<file path="src/rtl/pgw_pkg.sv">
package pgw_pkg;
  typedef enum logic [1:0] {
    PGW_IDLE    = 2'd0,
    PGW_OPEN    = 2'd1,
    PGW_REFUSED = 2'd2,
    PGW_BUSY    = 2'd3
  } pgw_state_e;
endpackage

</file>
<file path="src/rtl/pgw_page_buf.sv">
module pgw_page_buf #(
  parameter int PAGE_BYTES = 16,
  parameter int COL_W      = $clog2(PAGE_BYTES)
) (
  input  logic                    clk,
  input  logic                    rst_n,
  input  logic                    clr_i,
  input  logic                    wr_en_i,
  input  logic [COL_W-1:0]        wr_col_i,
  input  logic [7:0]              wr_data_i,
  output logic [PAGE_BYTES-1:0]   mask_o,
  output logic [PAGE_BYTES*8-1:0] data_o
);
  logic [PAGE_BYTES-1:0] vld_q;
  logic [PAGE_BYTES-1:0] vld_d;

  for (genvar k = 0; k < PAGE_BYTES; k++) begin : g_col
    logic       hit;
    logic [7:0] byte_q;
    assign hit = wr_en_i && (wr_col_i == COL_W'(k));

    always_comb begin
      vld_d[k] = vld_q[k];
      if (clr_i)    vld_d[k] = 1'b0;
      else if (hit) vld_d[k] = 1'b1;
    end

    always_ff @(posedge clk) begin
      if (hit) byte_q <= wr_data_i;
    end

    assign data_o[8*k +: 8] = byte_q;
  end

  always_ff @(posedge clk or negedge rst_n) begin
    if (!rst_n) vld_q <= '0;
    else        vld_q <= vld_d;
  end

  assign mask_o = vld_q;


  valid_clear_chk: assert property (@(posedge clk) disable iff (!rst_n)
    clr_i |=> (mask_o == '0));

  valid_set_chk: assert property (@(posedge clk) disable iff (!rst_n)
    (wr_en_i && !clr_i) |=> (mask_o[$past(wr_col_i)] == 1'b1));
endmodule

</file>
<file path="src/rtl/pgw_wr_timer.sv">
module pgw_wr_timer #(
  parameter int WR_CYCLES = 50,
  parameter int CNT_W     = $clog2(WR_CYCLES + 1)
) (
  input  logic clk,
  input  logic rst_n,
  input  logic start_i,
  input  logic busy_i,
  output logic last_o
);
  localparam logic [CNT_W-1:0] LAST_CNT = CNT_W'(WR_CYCLES - 1);

  logic [CNT_W-1:0] cnt_q;
  logic [CNT_W-1:0] cnt_d;
  logic             cnt_en;

  assign last_o = busy_i && (cnt_q == LAST_CNT);
  assign cnt_en = start_i || (busy_i && !last_o);

  always_comb begin
    cnt_d = cnt_q + 1'b1;
    if (start_i) cnt_d = '0;
  end

  always_ff @(posedge clk or negedge rst_n) begin
    if (!rst_n)      cnt_q <= '0;
    else if (cnt_en) cnt_q <= cnt_d;
  end


  cnt_range_chk: assert property (@(posedge clk) disable iff (!rst_n)
    busy_i |-> (cnt_q <= LAST_CNT));
endmodule

</file>
<file path="src/rtl/pgw_commit_top.sv">
module pgw_commit_top #(
  parameter int ADDR_W     = 11,
  parameter int PAGE_BYTES = 16,
  parameter int WR_CYCLES  = 50,
  parameter int COL_W      = $clog2(PAGE_BYTES),
  parameter int PAGE_W     = ADDR_W - COL_W
) (
  input  logic                    clk,
  input  logic                    rst_n,
  input  logic                    wp_i,
  input  logic                    addr_load_i,
  input  logic [ADDR_W-1:0]       addr_i,
  input  logic                    data_valid_i,
  input  logic [7:0]              data_i,
  input  logic                    stop_i,
  output logic                    busy_o,
  output logic                    resp_vld_o,
  output logic                    resp_ack_o,
  output logic                    mem_we_o,
  output logic [PAGE_W-1:0]       mem_page_o,
  output logic [PAGE_BYTES-1:0]   mem_mask_o,
  output logic [PAGE_BYTES*8-1:0] mem_data_o
);
  import pgw_pkg::*;

  logic [1:0] rst_sync_q;
  logic       rst_int_n;

  always_ff @(posedge clk or negedge rst_n) begin
    if (!rst_n) rst_sync_q <= 2'b00;
    else        rst_sync_q <= {rst_sync_q[0], 1'b1};
  end
  assign rst_int_n = rst_sync_q[1];

  pgw_state_e        state_q, state_d;
  logic [PAGE_W-1:0] page_q;
  logic [COL_W-1:0]  col_q, col_d;
  logic              resp_vld_q, resp_ack_q;
  logic              load_ok, accept, refuse, any_valid, start_wr, last_wr;

  assign load_ok  = addr_load_i && (state_q != PGW_BUSY);
  assign accept   = (state_q == PGW_OPEN) && data_valid_i && !wp_i && !addr_load_i;
  assign refuse   = (state_q == PGW_OPEN) && data_valid_i && wp_i && !addr_load_i;
  assign start_wr = (state_q != PGW_BUSY) && (state_d == PGW_BUSY);

  always_comb begin
    state_d = state_q;
    unique case (state_q)
      PGW_IDLE, PGW_REFUSED: begin
        if (addr_load_i) state_d = PGW_OPEN;
        else if (stop_i) state_d = PGW_IDLE;
      end
      PGW_OPEN: begin
        if (addr_load_i)  state_d = PGW_OPEN;
        else if (refuse)  state_d = PGW_REFUSED;
        else if (stop_i)  state_d = any_valid ? PGW_BUSY : PGW_IDLE;
      end
      PGW_BUSY: begin
        if (last_wr) state_d = PGW_IDLE;
      end
      default: state_d = PGW_IDLE;
    endcase
  end

  always_comb begin
    col_d = col_q + 1'b1;
    if (load_ok) col_d = addr_i[COL_W-1:0];
  end

  always_ff @(posedge clk or negedge rst_int_n) begin
    if (!rst_int_n) begin
      state_q    <= PGW_IDLE;
      resp_vld_q <= 1'b0;
      resp_ack_q <= 1'b0;
    end else begin
      state_q    <= state_d;
      resp_vld_q <= data_valid_i;
      resp_ack_q <= accept;
    end
  end

  always_ff @(posedge clk or negedge rst_int_n) begin
    if (!rst_int_n) begin
      page_q <= '0;
      col_q  <= '0;
    end else begin
      if (load_ok)           page_q <= addr_i[ADDR_W-1:COL_W];
      if (load_ok || accept) col_q  <= col_d;
    end
  end

  pgw_page_buf #(.PAGE_BYTES(PAGE_BYTES), .COL_W(COL_W)) buf_i (
    .clk       (clk),
    .rst_n     (rst_int_n),
    .clr_i     (load_ok),
    .wr_en_i   (accept),
    .wr_col_i  (col_q),
    .wr_data_i (data_i),
    .mask_o    (mem_mask_o),
    .data_o    (mem_data_o)
  );

  assign any_valid = |mem_mask_o;

  pgw_wr_timer #(.WR_CYCLES(WR_CYCLES)) tmr_i (
    .clk     (clk),
    .rst_n   (rst_int_n),
    .start_i (start_wr),
    .busy_i  (state_q == PGW_BUSY),
    .last_o  (last_wr)
  );

  assign busy_o     = (state_q == PGW_BUSY);
  assign mem_we_o   = last_wr;
  assign mem_page_o = page_q;
  assign resp_vld_o = resp_vld_q;
  assign resp_ack_o = resp_ack_q;


  we_in_busy_chk: assert property (@(posedge clk) disable iff (!rst_int_n)
    mem_we_o |-> busy_o);

  busy_ends_chk: assert property (@(posedge clk) disable iff (!rst_int_n)
    mem_we_o |=> !busy_o);

  busy_holds_chk: assert property (@(posedge clk) disable iff (!rst_int_n)
    (busy_o && !mem_we_o) |=> busy_o);

  busy_from_stop_chk: assert property (@(posedge clk) disable iff (!rst_int_n)
    $rose(busy_o) |-> $past(stop_i));

  wp_refuse_chk: assert property (@(posedge clk) disable iff (!rst_int_n)
    resp_ack_o |-> !$past(wp_i));

  ack_needs_vld_chk: assert property (@(posedge clk) disable iff (!rst_int_n)
    resp_ack_o |-> resp_vld_o);

  busy_no_ack_chk: assert property (@(posedge clk) disable iff (!rst_int_n)
    resp_ack_o |-> !$past(busy_o));

  commit_mask_chk: assert property (@(posedge clk) disable iff (!rst_int_n)
    mem_we_o |-> (mem_mask_o != '0));

  busy_frozen_chk: assert property (@(posedge clk) disable iff (!rst_int_n)
    (busy_o && !mem_we_o) |=> ($stable(mem_mask_o) && $stable(mem_page_o) && $stable(mem_data_o)));
endmodule

</file>
<file path="config.mk">
export PLATFORM = sky130hd
export DESIGN_NAME = pgw_commit_top
export DESIGN_NICKNAME = d
export VERILOG_FILES = /design/src/rtl/pgw_pkg.sv /design/src/rtl/pgw_page_buf.sv /design/src/rtl/pgw_wr_timer.sv /design/src/rtl/pgw_commit_top.sv
export SDC_FILE = /design/constraint.sdc
export NUM_CORES = 1
export LEC_CHECK = 0
export BUFFER_PORTS_ARGS = -buffer_cell sky130_fd_sc_hd__buf_2
export CORE_MARGIN = 5
export CORE_UTILIZATION = 50
export DETAILED_ROUTE_END_ITERATION = 8
export GPL_TIMING_DRIVEN = 1
export HOLD_SLACK_MARGIN = 0.03
export PLACE_DENSITY = 0.9
export SKIP_CTS_REPAIR_TIMING = 1
export SYNTH_ARGS = -nofsm -noshare
export SYNTH_HDL_FRONTEND = slang
export SYNTH_HIERARCHICAL = 1
export SYNTH_SLANG_ARGS = --single-unit
export TNS_END_PERCENT = 30
</file>
<file path="constraint.sdc">
create_clock -name clk -period 1.55 [get_ports clk]
set_clock_uncertainty 0.05 [all_clocks]
set_input_delay 0.31 -clock clk [delete_from_list [all_inputs] [get_ports clk]]
set_output_delay 0.31 -clock clk [all_outputs]
set_load 0.05 [all_outputs]
</file>
# After elaboration in Yosys (flattened, before gate mapping)
# Index checks and enable logic that the tools add are counted.
# word_totals
ff_bits	167
latch_bits	0
ramBits	0
romBits	0
inputBits	25
output_inout_bits	155
n_memories	0
# classes
add_sub_neg	2
mul	0
div	0
magnitude_cmp	0
n_eq_ne	21
n_shift	0
n_mux	42
bitwise_logic	0
reduce_logical	50
# op_table
operator	n
$eq A4 B4 Y1 const B	8
$mux W1	32
$reduce_bool A2 Y1	16
$logic_and A1 B1 Y1	25
$eq A4 B3 Y1 const B	4
$reduce_or A16 Y1	1
$mux W2	7
$eq A4 B2 Y1 const B	2
$add A6 B1 Y6 const B	1
$eq A2 B2 Y1 const B	3
$eq A6 B6 Y1 const B	1
$mux W6	1
$pmux W2 S3	1
$add A4 B1 Y4 const B	1
$eq A4 B1 Y1 const B	1
$logic_not A4 Y1	1
$mux W4	1
$logic_not A1 Y1	3
$eq A2 B1 Y1 const B	1
$logic_not A2 Y1	1
$logic_or A1 B1 Y1	2
$ne A2 B2 Y1 const B	1
$reduce_or A2 Y1	1

# Depth between registers and ports, before layout
# logic_depth
word_depth	10
depth_mapped	12

# Cells and area by module
# The synthesis kept the hierarchy.
# by_module_without_submodules
module	n_inst	cells_each	area_per_inst_um2
pgw_page_buf	1	208	4610.7
pgw_commit_top	1	69	817.0
pgw_wr_timer	1	39	371.6

# Worst setup path after synthesis
# OpenSTA, ideal clock, no wires.
# synth_timing
path_kind	reg2reg
from	register state_q[1]
to	register tmr_i.cnt_q[0]
setup_time_ns	0.087
arrival_time_ns	2.838
path_slack_ns	-1.425
path_stages_with_launch	13
n_path_buf	2
path_cell_list	dfrtp_1 nand2_1 inv_1 buf_4 and4_1 nor2b_2 o21a_1 a311o_1 o211a_1 clkbuf_1 nor2_1 nand2_1 o211ai_1
# synth_between
word_cells_on_any_way	23
cone_classes	eq/ne (5); mux (8); reduce/logical (10)
# synth_lines
element	line	source
start, declared	pgw_commit_top.sv:35	pgw_state_e state_q, state_d;
start signal, assigned	pgw_commit_top.sv:76	state_q <= state_d;
$eq A2 B2 Y1 (*)	-	
named net busy_o	pgw_commit_top.sv:16	output logic busy_o,
$logic_and A1 B1 Y1 (*)	pgw_wr_timer.sv:17	assign last_o = busy_i && (cnt_q == LAST_CNT);
named net mem_we_o	pgw_commit_top.sv:19	output logic mem_we_o,
$mux W2 (*)	pgw_commit_top.sv:59	if (last_wr) state_d = PGW_IDLE;
$pmux W2 S3 (*)	pgw_commit_top.sv:48	unique case (state_q)
named net state_d[1]	pgw_commit_top.sv:35	
$eq A2 B2 Y1 (*)	pgw_commit_top.sv:44	assign start_wr = (state_q != PGW_BUSY) && (state_d == PGW_BUSY);
$logic_and A1 B1 Y1 (*)	pgw_commit_top.sv:44	
named net start_wr	pgw_commit_top.sv:39	logic load_ok, accept, refuse, any_valid, start_wr, last_wr;
$mux W6 or $logic_or A1 B1 Y1 (tied branches)	pgw_wr_timer.sv:22, pgw_wr_timer.sv:18	
end signal, assigned	pgw_wr_timer.sv:27	else if (cnt_en) cnt_q <= cnt_d;
end, declared	pgw_wr_timer.sv:13	logic [CNT_W-1:0] cnt_q;
# The timed path passes the listed nets; every way through them passes the cells marked *.
# A chain may end at the register's enable or synchronous reset.

# Final worst setup path
# layout_timing
from	register state_q[0]
to	register buf_i.g_col[0].byte_q[0] (enable)
# layout_between
elab_chain_cells	5
# layout_lines
element	line	source
$eq A2 B1 Y1	pgw_commit_top.sv:42	assign accept = (state_q == PGW_OPEN) && data_valid_i && !wp_i && !addr_load_i;
$logic_and A1 B1 Y1 (3 in a row)	pgw_commit_top.sv:42	
named net accept	pgw_commit_top.sv:39	
$logic_and A1 B1 Y1	pgw_page_buf.sv:20	assign hit = wr_en_i && (wr_col_i == COL_W'(k));
named net buf_i.g_col[0].hit	pgw_page_buf.sv:18	logic hit;
end signal, assigned	pgw_page_buf.sv:29	if (hit) byte_q <= wr_data_i;
end, declared	pgw_page_buf.sv:19	logic [7:0] byte_q;
# The timed path passes the listed nets, and every way through them passes these cells.

==> results.json <==
{
  "run_status": "complete, but fails checks",
  "violations": "setup timing",
  "dp.final_hpwl_um": 10190,
  "rrSetupSlack_ns": -0.48,
  "power_frac_seq": 0.439,
  "grt_max_degree": 38,
  "maxCapViolations": 0,
  "crit_chain": "nor3b_4 > nand3b_4 > inv_2 > or3b_4 > buf_6 > nor3_4 > buf_6",
  "min_to": "resp_vld_o$_DFF_PN0_",
  "antenna_left": 0,
  "async_flop_share": 0.2335,
  "p_leak_uw": 0.003416,
  "place_congestion": 0.8106,
  "cts_root_buf": "clkbuf_16",
  "synth_xor_area_frac": 0.006041,
  "clk_pin_slew_ns": 0.07,
  "fmax_mhz": 493.1,
  "min_path_cells": 1,
  "clockBufferDepth": 2,
  "fin_ws_ns": -0.4779,
  "vdd_ir_drop_max_v": 0.001155,
  "ys_seq_area_frac": 0.8311,
  "insertion_delay_ns": 0.42,
  "drt_iter0_drc": 308,
  "critPathSlowestCell": "dfrtp_1",
  "tritoncts": "built",
  "arrival_ns": 2.10,
  "ys_seq_elements": 167,
  "intPower_uw": 8517,
  "crit_buf_inv": 3,
  "syn_area_um2": 5799,
  "layout_min_cycle_time_ns": 2.028,
  "final_cells": 735,
  "met2_usage": 0.3593,
  "yosysWarnings": 6,
  "synth_top_family_by_area": "simple AND/OR/NAND/NOR gates",
  "num_rows": 39,
  "cp-start-kind": "flop",
  "antenna_found_initial": 0,
  "grt_pass1_wl_um": 22750,
  "p_switching_uw": 3395,
  "layout_common_cells": "173 x buf_2, 128 x edfxtp_1, 60 x buf_4",
  "yosys-mux-area-fraction": 0.01532,
  "crit_family": "simple AND/OR/NAND/NOR gates",
  "wire_per_inst_um": 20.55,
  "die-height_um": 117.7,
  "slowest_delay_ns": 0.41,
  "r2r-start": "state_q[0]$_DFF_PN0_",
  "diodes": 0,
  "path_class": "reg -> reg",
  "clock_power_share": 0.366,
  "hold_path_class": "in -> reg",
  "grt.met3_usage": 0.06679,
  "busiest_layer": "met2",
  "cts-buffers-inserted": 17,
  "drc_errors": 0,
  "initial_core_util": 0.5101,
  "syn_area_per_cell_um2": 18.35,
  "use_met1": 0.2746,
  "via_per_inst": 5.241,
  "htree_levels": 4,
  "cellPowerDensity_nw_per_um2": 1437,
  "crit_fanout": 8,
  "setup_violations": 152,
  "yosys_most_used_dff": "edfxtp_1",
  "nets": 608,
  "min_from": "data_valid_i",
  "cpMostUsedCell": "buf_6",
  "cp_num_cells": 7,
  "cts.sinks": 167,
  "synth_compound_area_frac": 0.04876,
  "synth_fa_ha_area_frac": 0.006472,
  "r2r-end": "buf_i/g_col[0].byte_q[0]$_DFFE_PP_",
  "vias": 3852,
  "syn_nets": 344,
  "maxSlewViolCount": 0,
  "core_area_um2": 11370,
  "portBuffers": 179,
  "die_area_um2": 13850,
  "comb_power_share": 0.196,
  "utilization": 0.7290,
  "final_common_cell": "buf_2",
  "fin_crit_sh": 1.308,
  "switching_share": 0.2850,
  "hold_viol": 0,
  "grt_setup_unrepaired": "true",
  "grt_usage": 0.2128,
  "cp-end-kind": "flop",
  "placed_cells": 698,
  "worst_ep_required_time_ns": 1.62,
  "overflow": 0,
  "io_pins": 180,
  "first_pass_iters": 5,
  "syn_inst": 316,
  "synthSimpleGateAreaFrac": 0.07098,
  "wl_um": 15110,
  "synthToLayoutAreaGrowth_pct": 42.91,
  "layout-drive-gt1-share": 0.5608,
  "synth_cell_types": 49,
  "synth_edf_count": 128,
  "grt_pass1_vias": 3974,
  "reg2regPathDepth": 7,
  "die_w_um": 117.7
}
## power by group through the flow
| stage | Combinational [uW] | Clock [uW] | Sequential (uW) |
|---|---|---|---|
| final | 2330 | 4350 | 5230 |
| after global routing | 2480 | 4620 | 5250 |
| after CTS | 2080 | 4380 | 5210 |
| after detailed placement | 2060 | 0 | 5300 |
| after global placement | 2000 | 0 | 5280 |
| after floorplan | 924 | 0 | 5710 |
## worst max path at each step
stage                         startpoint                                 end
detailed placement           addr_load_i  buf_i/g_col[0].byte_q[6]$_DFFE_PP_
floorplan           state_q[1]$_DFF_PN0_          tmr_i/cnt_q[0]$_DFFE_PN0P_
global route        state_q[1]$_DFF_PN0_          tmr_i/cnt_q[0]$_DFFE_PN0P_
CTS                 state_q[1]$_DFF_PN0_  buf_i/g_col[0].byte_q[0]$_DFFE_PP_
global placement             addr_load_i  buf_i/g_col[0].byte_q[4]$_DFFE_PP_
finish              state_q[0]$_DFF_PN0_  buf_i/g_col[0].byte_q[0]$_DFFE_PP_
## Yosys cell counts (all sizes together), types with 3 or more instances
master	number	share of area
buf	7	0.0065
nor3	6	0.0060
ha	3	0.0065
nand2	11	0.0071
nor3b	3	0.0067
a21oi	6	0.0052
dfrtp	39	0.17
mux2	7	0.014
o22ai	16	0.022
edfxtp	128	0.66
nand3b	4	0.0073
o211ai	3	0.0039
inv	21	0.014
a211oi	3	0.0039
xor2	3	0.0045
or3b	4	0.0069
nand3	5	0.0043
nor2	19	0.012
## area by class of cell
cell class	instances	area, um^2
clock buffer	17	425.4
clock inverter	14	185.2
fill	671	3082
inverter	21	82.58
multi-input combinational	120	1065
sequential	167	4821
tap	143	178.9
timing repair buffer	253	1530
## flip-flops by register name, indices dropped and copies added (netlist names), 2 cells and up
name,cells
col_q,4
buf_i/mask_o,16
rst_sync_q,2
tmr_i/cnt_q,6
buf_i/g_col.byte_q,128
state_q,2
mem_page_o,7
## per-stage QoR
stage | hold WS, ns | power (uW) | worst slack [ns] | cell area, um^2 | setup TNS [ns]
finish | 0.05385 | 11910 | -0.4779 | 8288 | -42.75
global route | 0.05028 | 12350 | -0.5624 | 8288 | -55.46
global placement | 0.04514 | 7273 | -0.4516 | 7417 | -47.23
CTS | -0.3875 | 11670 | -0.5355 | 8028 | -51.28
floorplan | -0.03559 | 6634 | -0.8604 | 5881 | -60.56
detailed placement | 0.04801 | 7362 | -0.5056 | 7417 | -51.80
## layer usage
layer / wire (um) / vias up
li1: - / 1716
met1: 6038 / 1930
met2: 7770 / 204
met3: 1267 / 2
met4: 29 / 0
met5: 0 / -
## cells by family after synthesis
family / Yosys count
other: 1
and+or+nand+nor: 66
buffers and inverters: 29
AOI/OAI and AO/OA: 38
DFF: 167
xor gates and xnor gates: 4
muxes: 8
adders and majority gates: 3
## worst register-to-register path: cells and delay by family (launching register included)
family        cells  cell delay (ns)
flops             1             0.41
buf+inv           3             0.39
simple gates      4             0.89
Power figures use the tool's default switching activity.
